**config.mk**
```make
export PLATFORM = sky130hd
export DESIGN_NAME = bus_cycle_seq
export DESIGN_NICKNAME = d
export VERILOG_FILES = /design/src/rtl/bcs_pkg.sv /design/src/rtl/bcs_timing_bank.sv /design/src/rtl/bcs_fsm.sv /design/src/rtl/bus_cycle_seq.sv
export SDC_FILE = /design/constraint.sdc
export NUM_CORES = 1
export LEC_CHECK = 0
export ABC_CLOCK_PERIOD_IN_PS = 2400
export BUFFER_PORTS_ARGS = -buffer_cell sky130_fd_sc_hd__buf_2
export CORE_ASPECT_RATIO = 0.8
export CORE_MARGIN = 3
export CORE_UTILIZATION = 59
export CTS_BUF_LIST = sky130_fd_sc_hd__clkbuf_4 sky130_fd_sc_hd__clkbuf_8 sky130_fd_sc_hd__clkbuf_16
export CTS_CLUSTER_DIAMETER = 120
export DETAILED_ROUTE_END_ITERATION = 8
export PLACE_DENSITY = 0.85
export SYNTH_ARGS = -nofsm -noshare
export SYNTH_HDL_FRONTEND = slang
export SYNTH_SLANG_ARGS = --single-unit
```
**constraint.sdc**
```tcl
create_clock -name clk -period 2.4 [get_ports clk]
set_clock_uncertainty 0.15 [all_clocks]
set_input_delay 0.24 -clock clk [delete_from_list [all_inputs] [get_ports clk]]
set_output_delay 0.24 -clock clk [all_outputs]
set_load 0.005 [all_outputs]
```
**src/rtl/bcs_pkg.sv**
```systemverilog
// Package: shared types and constants of the bus cycle sequencer.
// Assumes: included first in compile order.
package bcs_pkg;

    // Sequencer phases
    typedef enum logic [2:0] {
        ST_IDLE   = 3'd0,
        ST_ADDR_H = 3'd1,
        ST_ADDR_L = 3'd2,
        ST_LAT    = 3'd3,
        ST_STROBE = 3'd4,
        ST_GAP    = 3'd5
    } seq_state_t;

    // Clocks the strobes stay high between burst words
    localparam int GAP_CYC = 2;

endpackage

```
**src/rtl/bcs_timing_bank.sv**
```systemverilog
// Module: bcs_timing_bank
// Holds one latency and one strobe-width value per domain.
// A config write loads the addressed domain in one clock.
// Assumes: cfg_dom is below NUM_DOM, and reset is synchronous active-low.
module bcs_timing_bank #(
    parameter int NUM_DOM = 2,
    parameter int CNT_W   = 8,
    parameter int DOM_W   = 1,
    parameter logic [CNT_W-1:0] LAT_RST = 8'h40,
    parameter logic [CNT_W-1:0] PW_RST  = 8'h12
) (
    input  logic                           clk,
    input  logic                           rst_n,
    input  logic                           cfg_we,
    input  logic [DOM_W-1:0]               cfg_dom,
    input  logic [CNT_W-1:0]               cfg_lat,
    input  logic [CNT_W-1:0]               cfg_pw,
    output logic [NUM_DOM-1:0][CNT_W-1:0]  lat_all,
    output logic [NUM_DOM-1:0][CNT_W-1:0]  pw_all
);

    for (genvar d = 0; d < NUM_DOM; d++) begin : g_dom
        // Per-domain timing register: reset default, or load on a matching config write
        always_ff @(posedge clk) begin
            if (!rst_n) begin
                lat_all[d] <= LAT_RST;
                pw_all[d]  <= PW_RST;
            end else if (cfg_we && (cfg_dom == DOM_W'(d))) begin
                lat_all[d] <= cfg_lat;
                pw_all[d]  <= cfg_pw;
            end
        end
    end

endmodule

```
**src/rtl/bcs_fsm.sv**
```systemverilog
// Module: bcs_fsm
// Phase sequencer: address halves, latency wait, strobe, and the gap
// between burst words. The output strobes are decoded from the registered phase.
// Assumes: sel_lat and sel_pw hold the timing values of the requested domain
// in the start cycle. They are copied there and not read again.
module bcs_fsm
    import bcs_pkg::*;
#(
    parameter int CNT_W   = 8,
    parameter int WORDS_W = 4
) (
    input  logic               clk,
    input  logic               rst_n,
    input  logic               start_req,
    input  logic               wr_mode,
    input  logic [WORDS_W-1:0] burst_len,
    input  logic [CNT_W-1:0]   sel_lat,
    input  logic [CNT_W-1:0]   sel_pw,
    output logic               ale_hi,
    output logic               ale_lo,
    output logic               rd_n,
    output logic               wr_n,
    output logic               cap_pulse,
    output logic               done
);

    localparam logic [CNT_W-1:0]   CNT_ONE  = CNT_W'(1);
    localparam logic [CNT_W-1:0]   GAP_LAST = CNT_W'(GAP_CYC);
    localparam logic [WORDS_W-1:0] WORD_ONE = WORDS_W'(1);

    seq_state_t         state_q;
    logic [CNT_W-1:0]   cnt_q;
    logic [CNT_W-1:0]   lat_q;
    logic [CNT_W-1:0]   pw_q;
    logic [WORDS_W-1:0] left_q;
    logic               wr_q;
    logic               done_q;
    logic               strobe_end;

    // Last clock of the current strobe
    always_comb strobe_end = (state_q == ST_STROBE) && (cnt_q == pw_q);

    // Phase register, shared phase counter and copy of the request
    always_ff @(posedge clk) begin
        if (!rst_n) begin
            state_q <= ST_IDLE;
            cnt_q   <= '0;
            lat_q   <= '0;
            pw_q    <= CNT_ONE;
            left_q  <= WORD_ONE;
            wr_q    <= 1'b0;
            done_q  <= 1'b0;
        end else begin
            done_q <= 1'b0;
            case (state_q)
                ST_IDLE: begin
                    if (start_req) begin
                        lat_q   <= sel_lat;
                        pw_q    <= (sel_pw == '0) ? CNT_ONE : sel_pw;
                        left_q  <= (burst_len == '0) ? WORD_ONE : burst_len;
                        wr_q    <= wr_mode;
                        state_q <= ST_ADDR_H;
                    end
                end
                ST_ADDR_H: state_q <= ST_ADDR_L;
                ST_ADDR_L: begin
                    cnt_q   <= CNT_ONE;
                    state_q <= (lat_q == '0) ? ST_STROBE : ST_LAT;
                end
                ST_LAT: begin
                    if (cnt_q == lat_q) begin
                        cnt_q   <= CNT_ONE;
                        state_q <= ST_STROBE;
                    end else begin
                        cnt_q <= cnt_q + CNT_ONE;
                    end
                end
                ST_STROBE: begin
                    if (strobe_end) begin
                        cnt_q <= CNT_ONE;
                        if (left_q == WORD_ONE) begin
                            state_q <= ST_IDLE;
                            done_q  <= 1'b1;
                        end else begin
                            left_q  <= left_q - WORD_ONE;
                            state_q <= ST_GAP;
                        end
                    end else begin
                        cnt_q <= cnt_q + CNT_ONE;
                    end
                end
                ST_GAP: begin
                    if (cnt_q == GAP_LAST) begin
                        cnt_q   <= CNT_ONE;
                        state_q <= ST_STROBE;
                    end else begin
                        cnt_q <= cnt_q + CNT_ONE;
                    end
                end
                default: state_q <= ST_IDLE;
            endcase
        end
    end

    // Output decode from the registered phase
    always_comb begin
        ale_hi    = (state_q == ST_ADDR_H);
        ale_lo    = (state_q == ST_ADDR_L);
        rd_n      = !((state_q == ST_STROBE) && !wr_q);
        wr_n      = !((state_q == ST_STROBE) && wr_q);
        cap_pulse = strobe_end && !wr_q;
        done      = done_q;
    end


    strobe_excl_chk: assert property (@(posedge clk) disable iff (!rst_n)
        !(!rd_n && !wr_n));


    addr_order_chk: assert property (@(posedge clk) disable iff (!rst_n)
        ale_hi |=> (ale_lo && !ale_hi));


    cap_in_read_chk: assert property (@(posedge clk) disable iff (!rst_n)
        cap_pulse |-> (!rd_n && wr_n));


    cap_last_chk: assert property (@(posedge clk) disable iff (!rst_n)
        cap_pulse |=> rd_n);


    done_after_strobe_chk: assert property (@(posedge clk) disable iff (!rst_n)
        done |-> $past(!rd_n || !wr_n));


    busy_start_ignored_chk: assert property (@(posedge clk) disable iff (!rst_n)
        ((state_q != ST_IDLE) && start_req) |=> !ale_hi);

endmodule

```
**src/rtl/bus_cycle_seq.sv**
```systemverilog
// Module: bus_cycle_seq (top)
// Per-domain timing bank plus the phase sequencer. The timing values of the
// requested domain are routed to the sequencer, which copies them on a start.
// Assumes: dom_sel and cfg_dom are below NUM_DOM. Synchronous active-low reset.
module bus_cycle_seq #(
    parameter int NUM_DOM = 2,
    parameter int CNT_W   = 8,
    parameter int WORDS_W = 4,
    parameter int DOM_W   = (NUM_DOM > 1) ? $clog2(NUM_DOM) : 1
) (
    input  logic               clk,
    input  logic               rst_n,
    input  logic               start_req,
    input  logic [DOM_W-1:0]   dom_sel,
    input  logic               wr_mode,
    input  logic [WORDS_W-1:0] burst_len,
    input  logic               cfg_we,
    input  logic [DOM_W-1:0]   cfg_dom,
    input  logic [CNT_W-1:0]   cfg_lat,
    input  logic [CNT_W-1:0]   cfg_pw,
    output logic               ale_hi,
    output logic               ale_lo,
    output logic               rd_n,
    output logic               wr_n,
    output logic               cap_pulse,
    output logic               done
);

    localparam logic [CNT_W-1:0] LAT_DEF = CNT_W'(8'h40);
    localparam logic [CNT_W-1:0] PW_DEF  = CNT_W'(8'h12);

    logic [NUM_DOM-1:0][CNT_W-1:0] lat_all;
    logic [NUM_DOM-1:0][CNT_W-1:0] pw_all;
    logic [CNT_W-1:0]              sel_lat;
    logic [CNT_W-1:0]              sel_pw;

    bcs_timing_bank #(
        .NUM_DOM (NUM_DOM),
        .CNT_W   (CNT_W),
        .DOM_W   (DOM_W),
        .LAT_RST (LAT_DEF),
        .PW_RST  (PW_DEF)
    ) u_bank (
        .clk     (clk),
        .rst_n   (rst_n),
        .cfg_we  (cfg_we),
        .cfg_dom (cfg_dom),
        .cfg_lat (cfg_lat),
        .cfg_pw  (cfg_pw),
        .lat_all (lat_all),
        .pw_all  (pw_all)
    );

    // Route the requested domain's timing values to the sequencer
    always_comb begin
        sel_lat = lat_all[dom_sel];
        sel_pw  = pw_all[dom_sel];
    end

    bcs_fsm #(
        .CNT_W   (CNT_W),
        .WORDS_W (WORDS_W)
    ) u_fsm (
        .clk       (clk),
        .rst_n     (rst_n),
        .start_req (start_req),
        .wr_mode   (wr_mode),
        .burst_len (burst_len),
        .sel_lat   (sel_lat),
        .sel_pw    (sel_pw),
        .ale_hi    (ale_hi),
        .ale_lo    (ale_lo),
        .rd_n      (rd_n),
        .wr_n      (wr_n),
        .cap_pulse (cap_pulse),
        .done      (done)
    );

endmodule

```
# Word level (Yosys, flattened, before mapping)
# Cells that the tools add are included.
[word_totals]
reg_bits = 65
in_bits = 27
wordCells = 70
[op_classes]
add_sub_neg = 2
n_lt_le_gt_ge = 1
eq_ne = 14
mux = 22
n_bitwise = 1
n_reduce_logical = 19
[ops]
columns = ["cell", "n"]
rows = [
  ["two-way mux 8 bit", 8],
  ["case mux 8 bit (4 select lines)", 1],
  ["two-way mux 3 bit", 6],
  ["case mux 3 bit (6 select lines)", 1],
  ["== test 8 bit", 2],
  ["zero test 8 bit", 2],
  ["two-way mux 4 bit", 4],
  ["adder 8 x 1 -> 8 bit (second input constant)", 1],
  ["== test 8 x 2 -> 1 bit (second input constant)", 1],
  ["case mux 4 bit (2 select lines)", 1],
  ["AND reduction 4 bit", 2],
  ["== test 3 x 2 -> 1 bit (second input constant)", 2],
  ["== test 3 bit (second input constant)", 2],
  ["logical AND 1 bit", 6],
  ["inequality test 2 x 1 -> 1 bit (second input constant)", 3],
  ["== test 4 x 1 -> 1 bit (second input constant)", 1],
  ["zero test 4 bit", 1],
  ["inequality test 2 bit (second input constant)", 2],
  ["nonzero test 4 bit", 1],
  ["subtractor 4 x 1 -> 4 bit (second input constant)", 1],
  ["== test 3 x 1 -> 1 bit (second input constant)", 1],
  ["zero test 1 bit", 3],
  ["zero test 3 bit", 1],
  ["AND reduction 3 bit", 1],
  ["5 further kinds", 5],
]

# Depth between registers and ports, before layout
# Gate-level depths: netlist of the first run.
[logic_depth]
depth_word = 4
depth_mapped = 8
depth_no_buf = 7

# Modules after synthesis
# From an unflattened synthesis of the first run, not the netlist that was laid out.
[hier_totals]
cells_unflattened = 390
hier_area_um2 = 3400.8
[by_module_without_submodules]
columns = ["module", "instances", "cells_each", "area_each_um2", "seq_area_each_um2"]
rows = [
  ["bcs_fsm", 1, 242, 1890.6, 660.6],
  ["bcs_timing_bank", 1, 130, 1261.2, 640.6],
  ["bus_cycle_seq", 1, 18, 249.0, 0.0],
]

# Least setup slack after synthesis of the first run
# Ideal clock, no wire load.
[synth_path]
path_kind = "register to register"
start = "register u_fsm.state_q[1]"
end = "register u_fsm.cnt_q[2]"
setup_time_ns = 0.129
t_arrival_ns = 1.813
path_slack_ns = 0.308
stages_incl_launch_ff = 9
path_buffers = 1
synth_period_minus_slack_ns = 2.092
cell_sequence = "dfxtp_1 buf_2 inv_1 ha_1 and2b_2 o21ai_0 a211oi_2 a2111oi_0 nor2_1"
[synth_between]
elab_chain_len = 4
elab_cells_between_ends = 8
[synth_lines]
columns = ["element", "line_no", "rtl"]
rows = [
  ["start, declared", "bcs_fsm.sv:31", "seq_state_t state_q;"],
  ["start signal, assigned", "bcs_fsm.sv:68", "state_q <= (lat_q == '0) ? ST_STROBE : ST_LAT;"],
  ["== test 3 bit", "bcs_fsm.sv:41, bcs_fsm.sv:55", ""],
  ["logical AND 1 bit", "bcs_fsm.sv:41", "always_comb strobe_end = (state_q == ST_STROBE) && (cnt_q == pw_q);"],
  ["two-way mux 8 bit", "bcs_fsm.sv:79", "if (strobe_end) begin"],
  ["case mux 8 bit (4 select lines)", "bcs_fsm.sv:55", "case (state_q)"],
  ["end signal, assigned", "bcs_fsm.sv:75", "cnt_q <= cnt_q + CNT_ONE;"],
  ["end signal, assigned", "bcs_fsm.sv:89", "cnt_q <= cnt_q + CNT_ONE;"],
  ["end signal, assigned", "bcs_fsm.sv:97", "cnt_q <= cnt_q + CNT_ONE;"],
  ["end, declared", "bcs_fsm.sv:32", "logic [CNT_W-1:0] cnt_q;"],
]
# Several ways; a longest one is shown, not always the timed one.
# A chain may end at the register's enable or synchronous reset.

# Final worst setup path of the first run
[layout_path]
start = "register u_fsm.state_q[0]"
end = "output rd_n"
[layout_between]
elab_chain_len = 3
[layout_lines]
columns = ["element", "line_no", "rtl"]
rows = [
  ["== test 3 bit", "bcs_fsm.sv:109", "rd_n = !((state_q == ST_STROBE) && !wr_q);"],
  ["logical AND 1 bit", "bcs_fsm.sv:109", ""],
  ["zero test 1 bit", "bcs_fsm.sv:109", ""],
  ["end, declared", "bus_cycle_seq.sv:23", "output logic rd_n,"],
]
# Every way passes these cells.

==> results of run 1 <==
[stage by stage]
step	cell area, sq um	hold WS, ps	worst slack (ps)
after global routing	3810	90.4	3.58
final	3810	86.9	99.9
after CTS	3800	69.1	31.6
after floorplan	3260	214	308
after detailed placement	3400	296	198
after global placement	3400	293	327
[flip-flops by register name, summed over array words and instances, names as in the netlist]
signal,count
u_fsm.state_q,3
u_bank.pw_all,16
u_bank.lat_all,16
u_fsm.done,1
u_fsm.pw_q,8
u_fsm.left_q,4
u_fsm.wr_q,1
u_fsm.cnt_q,8
u_fsm.lat_q,8
[per-layer routing]
metal	vias up	track usage (%)	wire length, um
met5	-	0	0
met4	0	11.9	248
met3	31	7.72	463
met2	113	43.3	3840
met1	1437	34.0	3620
li1	1465	-	-
[cells in the final DEF (no fill, tap or decap), types with 4 or more instances in the layout]
cell type / n
sky130_fd_sc_hd__nand2_1: 88
sky130_fd_sc_hd__nor3_1: 9
sky130_fd_sc_hd__dlygate4sd3_1: 17
sky130_fd_sc_hd__a21oi_1: 35
sky130_fd_sc_hd__nor2_1: 35
sky130_fd_sc_hd__clkbuf_8: 10
sky130_fd_sc_hd__nand3_1: 12
sky130_fd_sc_hd__a211oi_1: 16
sky130_fd_sc_hd__mux2i_1: 17
sky130_fd_sc_hd__xor2_1: 15
sky130_fd_sc_hd__ha_1: 6
sky130_fd_sc_hd__nor4_1: 4
sky130_fd_sc_hd__o21ai_0: 9
sky130_fd_sc_hd__inv_1: 7
sky130_fd_sc_hd__buf_4: 8
sky130_fd_sc_hd__buf_2: 32
sky130_fd_sc_hd__dfxtp_1: 63
[logic make-up after synthesis]
group / after synthesis / share of synthesized area, %
simple gates: 172 / 24.5
flops: 65 / 39.9
fa+ha+maj: 6 / 2.30
buf+inv: 36 / 5.45
mux: 17 / 5.22
xor+xnor: 17 / 4.80
compound gates: 87 / 17.8
[critical path, cell delays in order, from the launching register on]
cell and delay [ps]:
sky130_fd_sc_hd__dfxtp_1 430, sky130_fd_sc_hd__or3b_1 540, sky130_fd_sc_hd__buf_4 210, sky130_fd_sc_hd__or2_2 260, sky130_fd_sc_hd__buf_2 130
[power breakdown]
| group | leakage, nW | internal, mW | switching, mW |
|---|---|---|---|
| clock network | 0.117 | 0.623 | 0.417 |
| logic | 0.947 | 0.565 | 0.792 |
| registers | 0.534 | 1.27 | 0.194 |
| total | 1.60 | 2.46 | 1.40 |
[worst max-delay path by stage]
stage / start / to / slack (ps)
2_1_floorplan: u_fsm.state_q[1] / u_fsm.cnt_q[2] / 310
3_3_place_gp: u_fsm.state_q[2] / u_fsm.cnt_q[5] / 330
3_5_place_dp: u_fsm.cnt_q[1] / u_fsm.cnt_q[5] / 200
4_1_cts: u_fsm.state_q[2] / rd_n / 30
5_1_grt: u_fsm.cnt_q[3] / cap_pulse / 4
6_report: u_fsm.state_q[0] / rd_n / 100
[timing repair]
item / CTS / global route
setup endpoints to repair: 0 / 8
hold endpoints to repair: 30 / 0
hold buffers: 17 / 0
gates resized for setup: 0 / 3
[cell type report]
cell class | count | area [sq um]
well taps | 62 | 77.6
clock buffers | 11 | 145
inverters | 7 | 26.3
fillers | 383 | 1370
flip-flops and latches | 65 | 1300
repair buffers | 57 | 390
clock inverters | 5 | 78.8
multi-input cells | 299 | 1790
==> impl.org, run 1 <==
** Clock tree
- Post-CTS setup-driven buffer insertion count :: 0
- Clock latency on the worst-skew pair :: 340 ps
- The root buffer cell chosen for the clock tree is sky130_fd_sc_hd__clkbuf_8.
- Max H-tree Level :: 3
- Number of clock sinks seen by CTS :: 65
- Clock transition time at the flip-flop clock pins of the worst setup and hold paths :: 70 ps
- Counting along the longest clock path gives a buffer depth of 2.
- TritonCTS clock tree :: done
- TritonCTS created 9 clock buffers.

** GRT
- Global routing consumed, over all layers together, 27.1% of the routing resources.
- Vias in the first global route :: 2,985
- Entering global routing, the biggest net connects 33 pins.
- Initial antenna violation count :: 0
- Global-route wire length before repair :: 13,700 um
- Remaining global-route overflow :: 0

** Logic synthesis
- Yosys printed 0 warnings.
- Each instance of the synthesized netlist takes up on average 8.15 sq um.
- By count the netlist is led by 88 x sky130_fd_sc_hd__nand2_1, 65 x sky130_fd_sc_hd__dfxtp_1, 35 x sky130_fd_sc_hd__a21oi_1, 35 x sky130_fd_sc_hd__nor2_1, 17 x sky130_fd_sc_hd__mux2i_1.
- Of the post-synthesis cell area, the dominant cell type holds 39.9%.
- Most frequent cell after synthesis :: sky130_fd_sc_hd__nand2_1
- Counting every net in the synthesized netlist gives 433.
- The number of different library cells used by synthesis comes to 55.
- Largest area contributor in the netlist :: sky130_fd_sc_hd__dfxtp_1
- Share of async-settable or async-resettable flops after synthesis :: 0%
- Post-Synthesis Cells :: 400
- Summing every instance area after synthesis gives 0.00326 sq mm.
- Top FF cell, synth :: sky130_fd_sc_hd__dfxtp_1
- EDFF count, synth :: 0
- Largest cells by area after synthesis :: sky130_fd_sc_hd__dfxtp_1 40%, sky130_fd_sc_hd__nand2_1 10%, sky130_fd_sc_hd__a21oi_1 5.4%
- Synthesis-stage register bit count :: 65
- Proportion of synthesized chip area in sequential cells :: 39.9%

** Route
- Router iterations before antenna repair :: 4
- Summed over all layers, the routed wires come to 8160 um.
- The final route contains 3,046 vias.
- Number of DRC violations after detailed-routing iteration 0 :: 288
- After detailed routing, the average wire length per cell comes to 16.1 um.
- Once detail routing completed, the nets flagged for antenna violations numbered 0.
- Using the TritonRoute via totals, the vias-per-cell ratio works out to 6.02.
- For this run, design rule violations remaining after detail routing come to 0.

** Min path
- The path with the worst hold slack has its endpoint at u_bank.pw_all[4].
- Class of the worst hold path :: primary input to flip-flop
- Cell depth of the worst min-delay path :: 2
- The worst hold path begins at rst_n.

** Setup path
- FF-to-FF setup slack :: 220 ps
- Along the worst path, the maximum fanout reaches 12.
- Required time of the critical path :: 2010 ps
- Arrival time of data at the critical path endpoint :: 1910 ps
- The worst setup path is launched from a flip-flop.
- The worst register-to-register path ends at u_fsm.cnt_q[7].
- STA classifies the critical path endpoint as an output pin.
- The number of cells on the worst reg-to-reg path is 7.
- The worst setup path is of the flip-flop to output pin kind.
- Launch instance of the worst register-to-register path :: u_fsm.cnt_q[0]

** Timing
- After routing, the total negative slack on setup checks comes to 0 ps.
- Final setup violating endpoints :: 0
- The number of hold violations in the final report came to 0.
- Derived from the worst setup path, the maximum achievable clock frequency is 0.435 GHz.
- The worst path uses 95.8% of the clock period.
- Pin slew with the least headroom to its limit :: 717 ps
- The worst path in the final design needs a cycle of 2300 ps, including I/O delays and setup.
- Max-slew violations :: 0
- Setup repair after global routing left no endpoint under its margin.
- Remaining max-slew budget at the tightest pin :: 52.2%

** Power
- P_leak :: 1.60 nW
- For this design the ratio of total power to cell area is 1010 mW/mm^2.
- Post-layout total power :: 3.86 mW
- Across the VDD grid, the largest voltage drop is 0.640 mV.

** Layout
- Fin cells :: 506
- Final Util :: 73.5%
- The number of antenna diodes in the final layout is 0.
- Relative area change from synthesis to final layout :: 16.9%
- Nets :: 472
- Layout cells sized above 1 :: 16.9%

** Place
- After legalization and detailed placement, the total HPWL measured 5350 um.
- Last weighted congestion value of the routability-driven placer :: 0.931
- Buffers on Ports :: 32
- Number of cells in the design after placement :: 473

** Floorplanning
- Die outline width :: 89.1 um
- Die Span Y :: 72.5 um
- Row generation in the floorplan step produced 23 rows.
- Initial core utilization :: 62.9%
- The core region is 0.00518 sq mm.
- Ports :: 33
- Area enclosed by the die boundary :: 0.00646 sq mm

** Job
- Across the run, the number of max-cap violations was 0.

** Outcome
- The run finished with clean final reports.
No activity file was read; power rests on OpenSTA's default activity.
==> run 2: changes to the inputs <==
--- a/config.mk
+++ b/config.mk
@@ -5,8 +5,9 @@
 export SDC_FILE = /design/constraint.sdc
 export NUM_CORES = 1
 export LEC_CHECK = 0
-export ABC_CLOCK_PERIOD_IN_PS = 2400
+export ABC_CLOCK_PERIOD_IN_PS = 2600
 export BUFFER_PORTS_ARGS = -buffer_cell sky130_fd_sc_hd__buf_2
+export CAP_MARGIN = 20
 export CORE_ASPECT_RATIO = 0.8
 export CORE_MARGIN = 3
 export CORE_UTILIZATION = 59
==> constraint.sdc (replaced) <==
create_clock -name clk -period 2.6 [get_ports clk]
set_clock_uncertainty 0.15 [all_clocks]
set_input_delay 0.26 -clock clk [delete_from_list [all_inputs] [get_ports clk]]
set_output_delay 0.26 -clock clk [all_outputs]
set_load 0.005 [all_outputs]
==> run 2 against run 1 <==
  * Worst hold slack got worse by 70 ps
  * Sequential share of layout area is 0.68 points higher
  * Worst setup slack gained 140 ps
  * Cell area shrank 2.1%
  * First-iteration DRC count fell by 43%
  * Critical path depth grew 1
  * Die area is the same
  * Largest cell class unchanged
  * Sequential power decreased by 8%
  * Via count shrank 3.3%
  * Core utilization decreased by 1.6 points
  * Combinational power is 10% lower
  * Clock power shrank 25%
==> impl.org, run 2 (same netlist as run 1, synthesis figures left out) <==
** Min path
- Along the worst hold path, the cell count comes to 3.
- For hold timing, the worst endpoint is u_bank.lat_all[5].
- The path class of the tightest hold or removal check is primary input to flip-flop.
- The worst hold path begins at cfg_lat[5].

** Setup path
- Startpoint type of the worst setup path :: flip-flop
- At the worst endpoint, the required time is 2190 ps.
- In this run the worst path has a maximum fanout of 8.
- Cells along the critical path :: xor2_2 > nor4_4 > nand3_1 > nor2_1 > buf_2
- Critical path endpoint category :: output pin
- Number of cells on the worst reg-to-reg path :: 7
- Setup slack on the worst reg-to-reg path comes out at 310 ps.
- Buffers & Inverters on Critical Path :: 1
- For this run, the slowest stage of the critical path takes 540 ps.
- For the worst setup path, the data arrival time is 1950 ps.
- The setup path with the least slack is of type flip-flop to output pin.
- Cell at the slowest stage of the critical path :: sky130_fd_sc_hd__dfxtp_1
- Reg-to-reg critical path endpoint :: u_fsm.cnt_q[2]
- Grouping stages by cell kind, the critical path spends the most delay in simple AND/OR/NAND/NOR gates.
- Launch instance of the worst register-to-register path :: u_fsm.cnt_q[0]
- Crit path launch :: u_fsm.cnt_q[3]

** Route
- DRC :: 0
- Routed via count divided by cell count :: 5.86
- Router iterations before antenna repair :: 4
- Number of vias after detailed routing :: 2,947
- DRT Wirelength :: 7630 um
- Dividing the detail-routed wire length by the instance count gives 15.2 um.
- Number of DRC violations after detailed-routing iteration 0 :: 165
- The detail route stage leaves a number of antenna-violating nets equal to 0.

** Layout
- Fill cells in the final layout number 391.
- Nets :: 469
- Layout cells sized above 1 :: 16.1%
- # diodes :: 0
- Final instance area :: 0.00373 sq mm
- Leading registers by flop count :: u_bank.lat_all: 16 flops, u_bank.pw_all: 16 flops
- The sequential cells in the finished layout cover a total of 0.00130 sq mm.
- Relative area change from synthesis to final layout :: 14.4%
- Commonest cells after routing, fill and taps aside :: 88 x sky130_fd_sc_hd__nand2_1, 65 x sky130_fd_sc_hd__dfxtp_1, 35 x sky130_fd_sc_hd__nor2_1, 35 x sky130_fd_sc_hd__a21oi_1, 32 x sky130_fd_sc_hd__buf_2
- The library cell used most frequently in the layout, excluding fill and tap cells, is sky130_fd_sc_hd__nand2_1.
- Footprint of the multi-input gates :: 0.00178 sq mm

** GRT
- Global-route total usage across every layer :: 26.3%
- Global routing consumed, on the met1 layer, 34.8% of the routing resources.
- The number of antenna violations at the first check in global routing was 0.
- The first global-routing pass estimated 13,300 um of wire.
- Met3 demand-to-capacity share in global routing :: 6.81%
- Remaining global-route overflow :: 0
- Entering global routing, the biggest net connects 33 pins.
- Met2 track demand over resource in global routing :: 41.0%
- Peak-usage layer in the global routing report :: met2
- The via count of the first global-routing pass came to 2,857.

** Timing
- After routing, the total negative slack on setup checks comes to 0 ps.
- For the pin with the worst max-slew slack, the measured transition is 952 ps.
- Least setup slack across all paths after layout :: 242 ps
- The final-report max-slew violation count was 0.
- Headroom to the max-slew limit came out at 36.5%.
- Setup repair after global routing left no endpoint under its margin.
- The worst path uses 90.7% of the clock period.
- Final critical-path required period :: 2360 ps
- Fin. Hold Viols :: 0
- Max Clock Freq :: 0.424 GHz
- Setup violations remaining at the end of the flow were counted as 0.

** Place
- Buffers on Ports :: 32
- At the placement stage, the worst setup path has a slack of 363 ps.
- HPWL after DPL :: 5200 um
- Area after detailed placement :: 0.00340 sq mm
- Last weighted congestion value of the routability-driven placer :: 0.854

** Floorplanning
- Core Region :: 0.00518 sq mm
- The floorplan step defined a die boundary enclosing 0.00646 sq mm.
- Die Span Y :: 72.5 um
- Once the floorplan was initialized, standard cells occupied 62.9% of the core.
- Ports :: 33
- Measured along the x axis, the die boundary spans 89.1 um.
- The floorplan has 23 rows.

** Clock tree
- Number of clock sinks seen by CTS :: 65
- Counting along the longest clock path gives a buffer depth of 2.
- Max H-tree Level :: 3
- Clock transition time at the flip-flop clock pins of the worst setup and hold paths :: 70 ps
- TritonCTS built the clock tree.
- The later pin in the worst-skew pair is clocked with a latency of 350 ps.
- Clock tree synthesis selected as its root buffer the cell sky130_fd_sc_hd__clkbuf_8.
- Post-CTS setup-driven buffer insertion count :: 0
- Clock buffer count from CTS :: 9

** Outcome
- The run finished with clean final reports.

** Power
- The worst-case IR drop observed on VDD is 0.503 mV.
- In this run the static leakage power is 1.55 nW.
- Power density of the placed cells :: 898 mW/mm^2

** Job
- Across the run, the number of max-cap violations was 0.
run 2: cell types whose count changed in the layout (fill, tap and decap cells not counted), sizes merged:
cell,change
bufinv,-2
clkbuf,-2
clkinvlp,+2
dlygate4sd3,-2
inv,+2
buf,-1
run 2: worst max-delay path by stage:
stage | cells after the start | slack [ps] | end
2_1_floorplan | 8 | 510 | u_fsm.cnt_q[2]
3_3_place_gp | 6 | 460 | u_fsm.cnt_q[2]
3_5_place_dp | 7 | 360 | u_fsm.cnt_q[2]
4_1_cts | 5 | 250 | cap_pulse
5_1_grt | 5 | 90 | cap_pulse
6_report | 5 | 240 | cap_pulse
run 2: area by class of cell:
cell class	count	share of cell area, %
multi-input combinational	299	47.8
sequential	65	34.9
timing repair buffer	54	9.74
clock buffer	9	3.32
tap	62	2.08
clock inverter	7	1.48
inverter	7	0.705
run 2: report_power, final:
group | leakage, nW | switching [mW] | internal [mW]
clock | 0.0862 | 0.431 | 0.353
sequential | 0.533 | 0.175 | 1.17
combinational | 0.932 | 0.705 | 0.513
run 2: repair_timing:
action / in CTS / in global routing
resized for setup: 0 / 0
hold buffers: 15 / 0
endpoints found under the hold margin: 23 / 0
run 2: worst register-to-register path, cell delays in order (launching register included):
cell and delay (ps):
sky130_fd_sc_hd__dfxtp_1 390, sky130_fd_sc_hd__inv_1 130, sky130_fd_sc_hd__ha_1 150, sky130_fd_sc_hd__nor4b_1 410, sky130_fd_sc_hd__a211oi_2 190, sky130_fd_sc_hd__nor2b_1 240, sky130_fd_sc_hd__a2111oi_0 420, sky130_fd_sc_hd__nor2_1 100
run 2: routing by layer:
| metal | wire length [um] | vias to the layer above |
|---|---|---|
| met5 | 0 | - |
| met2 | 3600 | 98 |
| met4 | 130 | 0 |
| met3 | 484 | 14 |
| li1 | - | 1462 |
| met1 | 3410 | 1373 |
run 2: metrics by stage:
step / hold slack (ps) / power, mW / std cells / util, %
global placement: 290 / 2.51 / 472 / 65.6
floorplan: 234 / 2.25 / 400 / -
CTS: 7.56 / 3.35 / 503 / 71.9
finish: 17.3 / 3.34 / 503 / 71.9
global route: 17.8 / 3.57 / 503 / 71.9
detailed placement: 299 / 2.54 / 472 / 65.6
==> run 3: changes to the inputs <==
--- a/config.mk
+++ b/config.mk
@@ -5,16 +5,16 @@
 export SDC_FILE = /design/constraint.sdc
 export NUM_CORES = 1
 export LEC_CHECK = 0
-export ABC_CLOCK_PERIOD_IN_PS = 2600
-export BUFFER_PORTS_ARGS = -buffer_cell sky130_fd_sc_hd__buf_2
+export ABC_CLOCK_PERIOD_IN_PS = 2900
+export BUFFER_PORTS_ARGS = -buffer_cell sky130_fd_sc_hd__buf_4
 export CAP_MARGIN = 20
 export CORE_ASPECT_RATIO = 0.8
 export CORE_MARGIN = 3
-export CORE_UTILIZATION = 59
+export CORE_UTILIZATION = 55
 export CTS_BUF_LIST = sky130_fd_sc_hd__clkbuf_4 sky130_fd_sc_hd__clkbuf_8 sky130_fd_sc_hd__clkbuf_16
 export CTS_CLUSTER_DIAMETER = 120
 export DETAILED_ROUTE_END_ITERATION = 8
-export PLACE_DENSITY = 0.85
+export PLACE_DENSITY = 0.8
 export SYNTH_ARGS = -nofsm -noshare
 export SYNTH_HDL_FRONTEND = slang
 export SYNTH_SLANG_ARGS = --single-unit
==> constraint.sdc (replaced) <==
create_clock -name clk -period 2.9 [get_ports clk]
set_clock_uncertainty 0.15 [all_clocks]
set_input_delay 0.29 -clock clk [delete_from_list [all_inputs] [get_ports clk]]
set_output_delay 0.29 -clock clk [all_outputs]
set_load 0.005 [all_outputs]
==> run 3 against run 2 <==
  * Sequential power fell by 9%
  * Worst setup slack gained 200 ps
  * Cell count did not move
  * Clock-buffer cell count grew 2
  * Critical path depth rose by 2
  * Flip-flop and latch count unchanged
  * Critical path type is now flip-flop to flip-flop
==> impl.org, run 3 (same netlist as run 1, synthesis figures left out) <==
** Timing
- Least setup slack across all paths after layout :: 437 ps
- Remaining max-slew budget at the tightest pin :: 52.6%
- Setup repair after global routing left no endpoint under its margin.
- Final critical-path required period :: 2460 ps
- Final critical-path share of the clock period :: 84.9%
- Setup violations remaining at the end of the flow were counted as 0.
- Max Clock Freq :: 0.406 GHz
- Final TNS setup :: 0 ps
- Max-slew violations :: 0
- At the pin with the least slew margin, the transition time is 712 ps.
- The number of hold violations in the final report came to 0.

** Clock tree
- TritonCTS clock tree :: done
- After clock tree synthesis, the clock-pin slew on the worst setup and hold paths is 70 ps.
- Post-CTS setup-driven buffer insertion count :: 0
- Counting along the longest clock path gives a buffer depth of 2.
- Clock latency on the worst-skew pair :: 350 ps
- The tree built by TritonCTS fans out to 65 sinks.
- Clock buffer count from CTS :: 9
- Master cell of the clock root buffer :: sky130_fd_sc_hd__clkbuf_8
- Max H-tree Level :: 3

** Setup path
- Arrival time of data at the critical path endpoint :: 2530 ps
- The slowest stage of the critical path is the sky130_fd_sc_hd__dfxtp_1 cell.
- Along the worst path, the maximum fanout reaches 13.
- Startpoint type of the worst setup path :: flip-flop
- Critical path endpoint category :: flip-flop
- Cells along the critical path :: inv_1 > ha_1 > and2b_2 > o21ai_0 > nor2b_1 > o32ai_1 > o21ai_1
- On the worst path, the slowest cell contributes a delay of 540 ps.
- In this design, the largest share of critical-path delay is due to compound AO/OA/AOI/OAI gates.
- STA puts the critical path data required time at 2970 ps.
- Category of the critical setup timing path :: flip-flop to flip-flop
- The number of buffers and inverters on the critical path is 1.

** Layout
- Counting the fill cells in the layout gives 510.
- Leading registers by flop count :: u_bank.lat_all: 16 flops, u_bank.pw_all: 16 flops
- Nets :: 453
- The library cell used most frequently in the layout, excluding fill and tap cells, is sky130_fd_sc_hd__nand2_1.
- 0 antenna diodes ended up in the layout.
- Flip-flop and latch area :: 0.00130 sq mm
- Relative area change from synthesis to final layout :: 13.2%
- Commonest cells after routing, fill and taps aside :: 88 x sky130_fd_sc_hd__nand2_1, 65 x sky130_fd_sc_hd__dfxtp_1, 37 x sky130_fd_sc_hd__buf_4
- Final Util :: 66.0%
- Footprint of the multi-input gates :: 0.00178 sq mm
- The post-route netlist has 16.2% of its cells at a drive strength greater than 1.

** GRT
- For this run, the total global-route usage over all layers was measured as 23.0%.
- Global-route wire length before repair :: 12,500 um
- The number of antenna violations at the first check in global routing came to 0.
- For this run the aggregate overflow at the end of global routing stands at 0.
- The via count of the first global-routing pass was 2,674.
- Entering global routing, the biggest net connects 34 pins.

** Min path
- Class of the worst hold path :: primary input to flip-flop

** Place
- Last weighted congestion value of the routability-driven placer :: 0.888
- Before CTS, the worst setup slack after placement is 557 ps.
- After legalization and detailed placement, the total HPWL measured 5110 um.
- Buffers on Ports :: 32

** Route
- Router iterations before antenna repair :: 4
- After detailed routing, the number of remaining DRC violations is 0.
- After detailed routing, the average wire length per cell comes to 14.8 um.
- Number of DRC violations after detailed-routing iteration 0 :: 159
- In the routed layout, each cell is associated on average with a via count of 5.68.
- Summing over every cut layer, the via total after detailed routing is 2,856.
- For this block, the routed nets add up to 7420 um of wire.
- Antenna-violating nets left :: 0

** Power
- Power density of the placed cells :: 827 mW/mm^2
- Across the VDD grid, the largest voltage drop is 0.409 mV.
- For this design the static power due to leakage is 1.52 nW.

** Floorplanning
- The floorplan step set the die height to 74.8 um.
- Number of placement rows :: 24
- Measured along the x axis, the die boundary spans 92.1 um.
- For this configuration, the core starts out at a cell density of 58.3%.
- Core Region :: 0.00559 sq mm
- Ports :: 33
- The die covers 0.00689 sq mm.

** Job
- The tool flagged a number of max-cap violations equal to 0.

** Outcome
- The flow ran to the end, and the final reports show no timing, DRC or antenna violations.
## run 3: changes by cell type in the layout (fill, tap and decap cells not counted), moves of 2 or more
cell / before / now
sky130_fd_sc_hd__dlygate4sd3_1: 15 / 1
sky130_fd_sc_hd__buf_2: 32 / 0
sky130_fd_sc_hd__clkbuf_4: 0 / 2
sky130_fd_sc_hd__inv_6: 2 / 0
sky130_fd_sc_hd__buf_4: 7 / 37
## run 3: worst paths after layout
| check | start | end | slack [ps] | cells past startpoint |
|---|---|---|---|---|
| max | u_fsm.state_q[1] | u_fsm.cnt_q[4] | 440 | 7 |
| min | cfg_pw[4] | u_bank.pw_all[4] | 20 | 3 |
| max reg2reg | u_fsm.state_q[1] | u_fsm.cnt_q[4] | 440 | 7 |
| min reg2reg | u_bank.pw_all[0] | u_bank.pw_all[0] | 310 | 2 |
## run 3: cell type report
cell class | count | share of cell area [%]
flip-flops and latches | 65 | 35.3
inverters | 7 | 0.713
clock inverters | 5 | 1.53
clock buffers | 11 | 3.77
repair buffers | 38 | 7.80
well taps | 78 | 2.65
multi-input cells | 299 | 48.3
## run 3: layer usage
| layer | up-vias | wire length (um) | global-route usage [%] |
|---|---|---|---|
| met5 | - | 0 | 0 |
| met4 | 0 | 102 | 8.07 |
| met3 | 9 | 375 | 6.39 |
| met2 | 74 | 3370 | 37.5 |
| met1 | 1344 | 3570 | 29.9 |
| li1 | 1429 | - | - |
## run 3: power by group
group,total [mW],internal (mW),switching [mW]
sequential,1.22,1.05,0.175
combinational,1.06,0.458,0.603
clock,0.765,0.415,0.351
total,3.05,1.92,1.13
## run 3: worst min-delay path, stage by stage
cell	delay, ps
sky130_fd_sc_hd__buf_4	80
sky130_fd_sc_hd__nand2_1	40
sky130_fd_sc_hd__nand3_1	70
## run 3: per-stage QoR
stage | power [mW] | std cells | area (sq um) | hold WS (ps)
floorplan | 2.02 | 400 | 3260 | 264
global placement | 2.26 | 486 | 3480 | 292
detailed placement | 2.28 | 486 | 3480 | 297
CTS | 3.06 | 503 | 3690 | 0.211
global route | 3.26 | 503 | 3690 | 9.29
finish | 3.05 | 503 | 3690 | 16.1
## run 3: repair_timing
item                                   in CTS  in global routing
hold buffers                                1                  0
gates resized for setup                     0                  0
setup endpoints to repair                   0                  0
endpoints found under the hold margin       2                  0
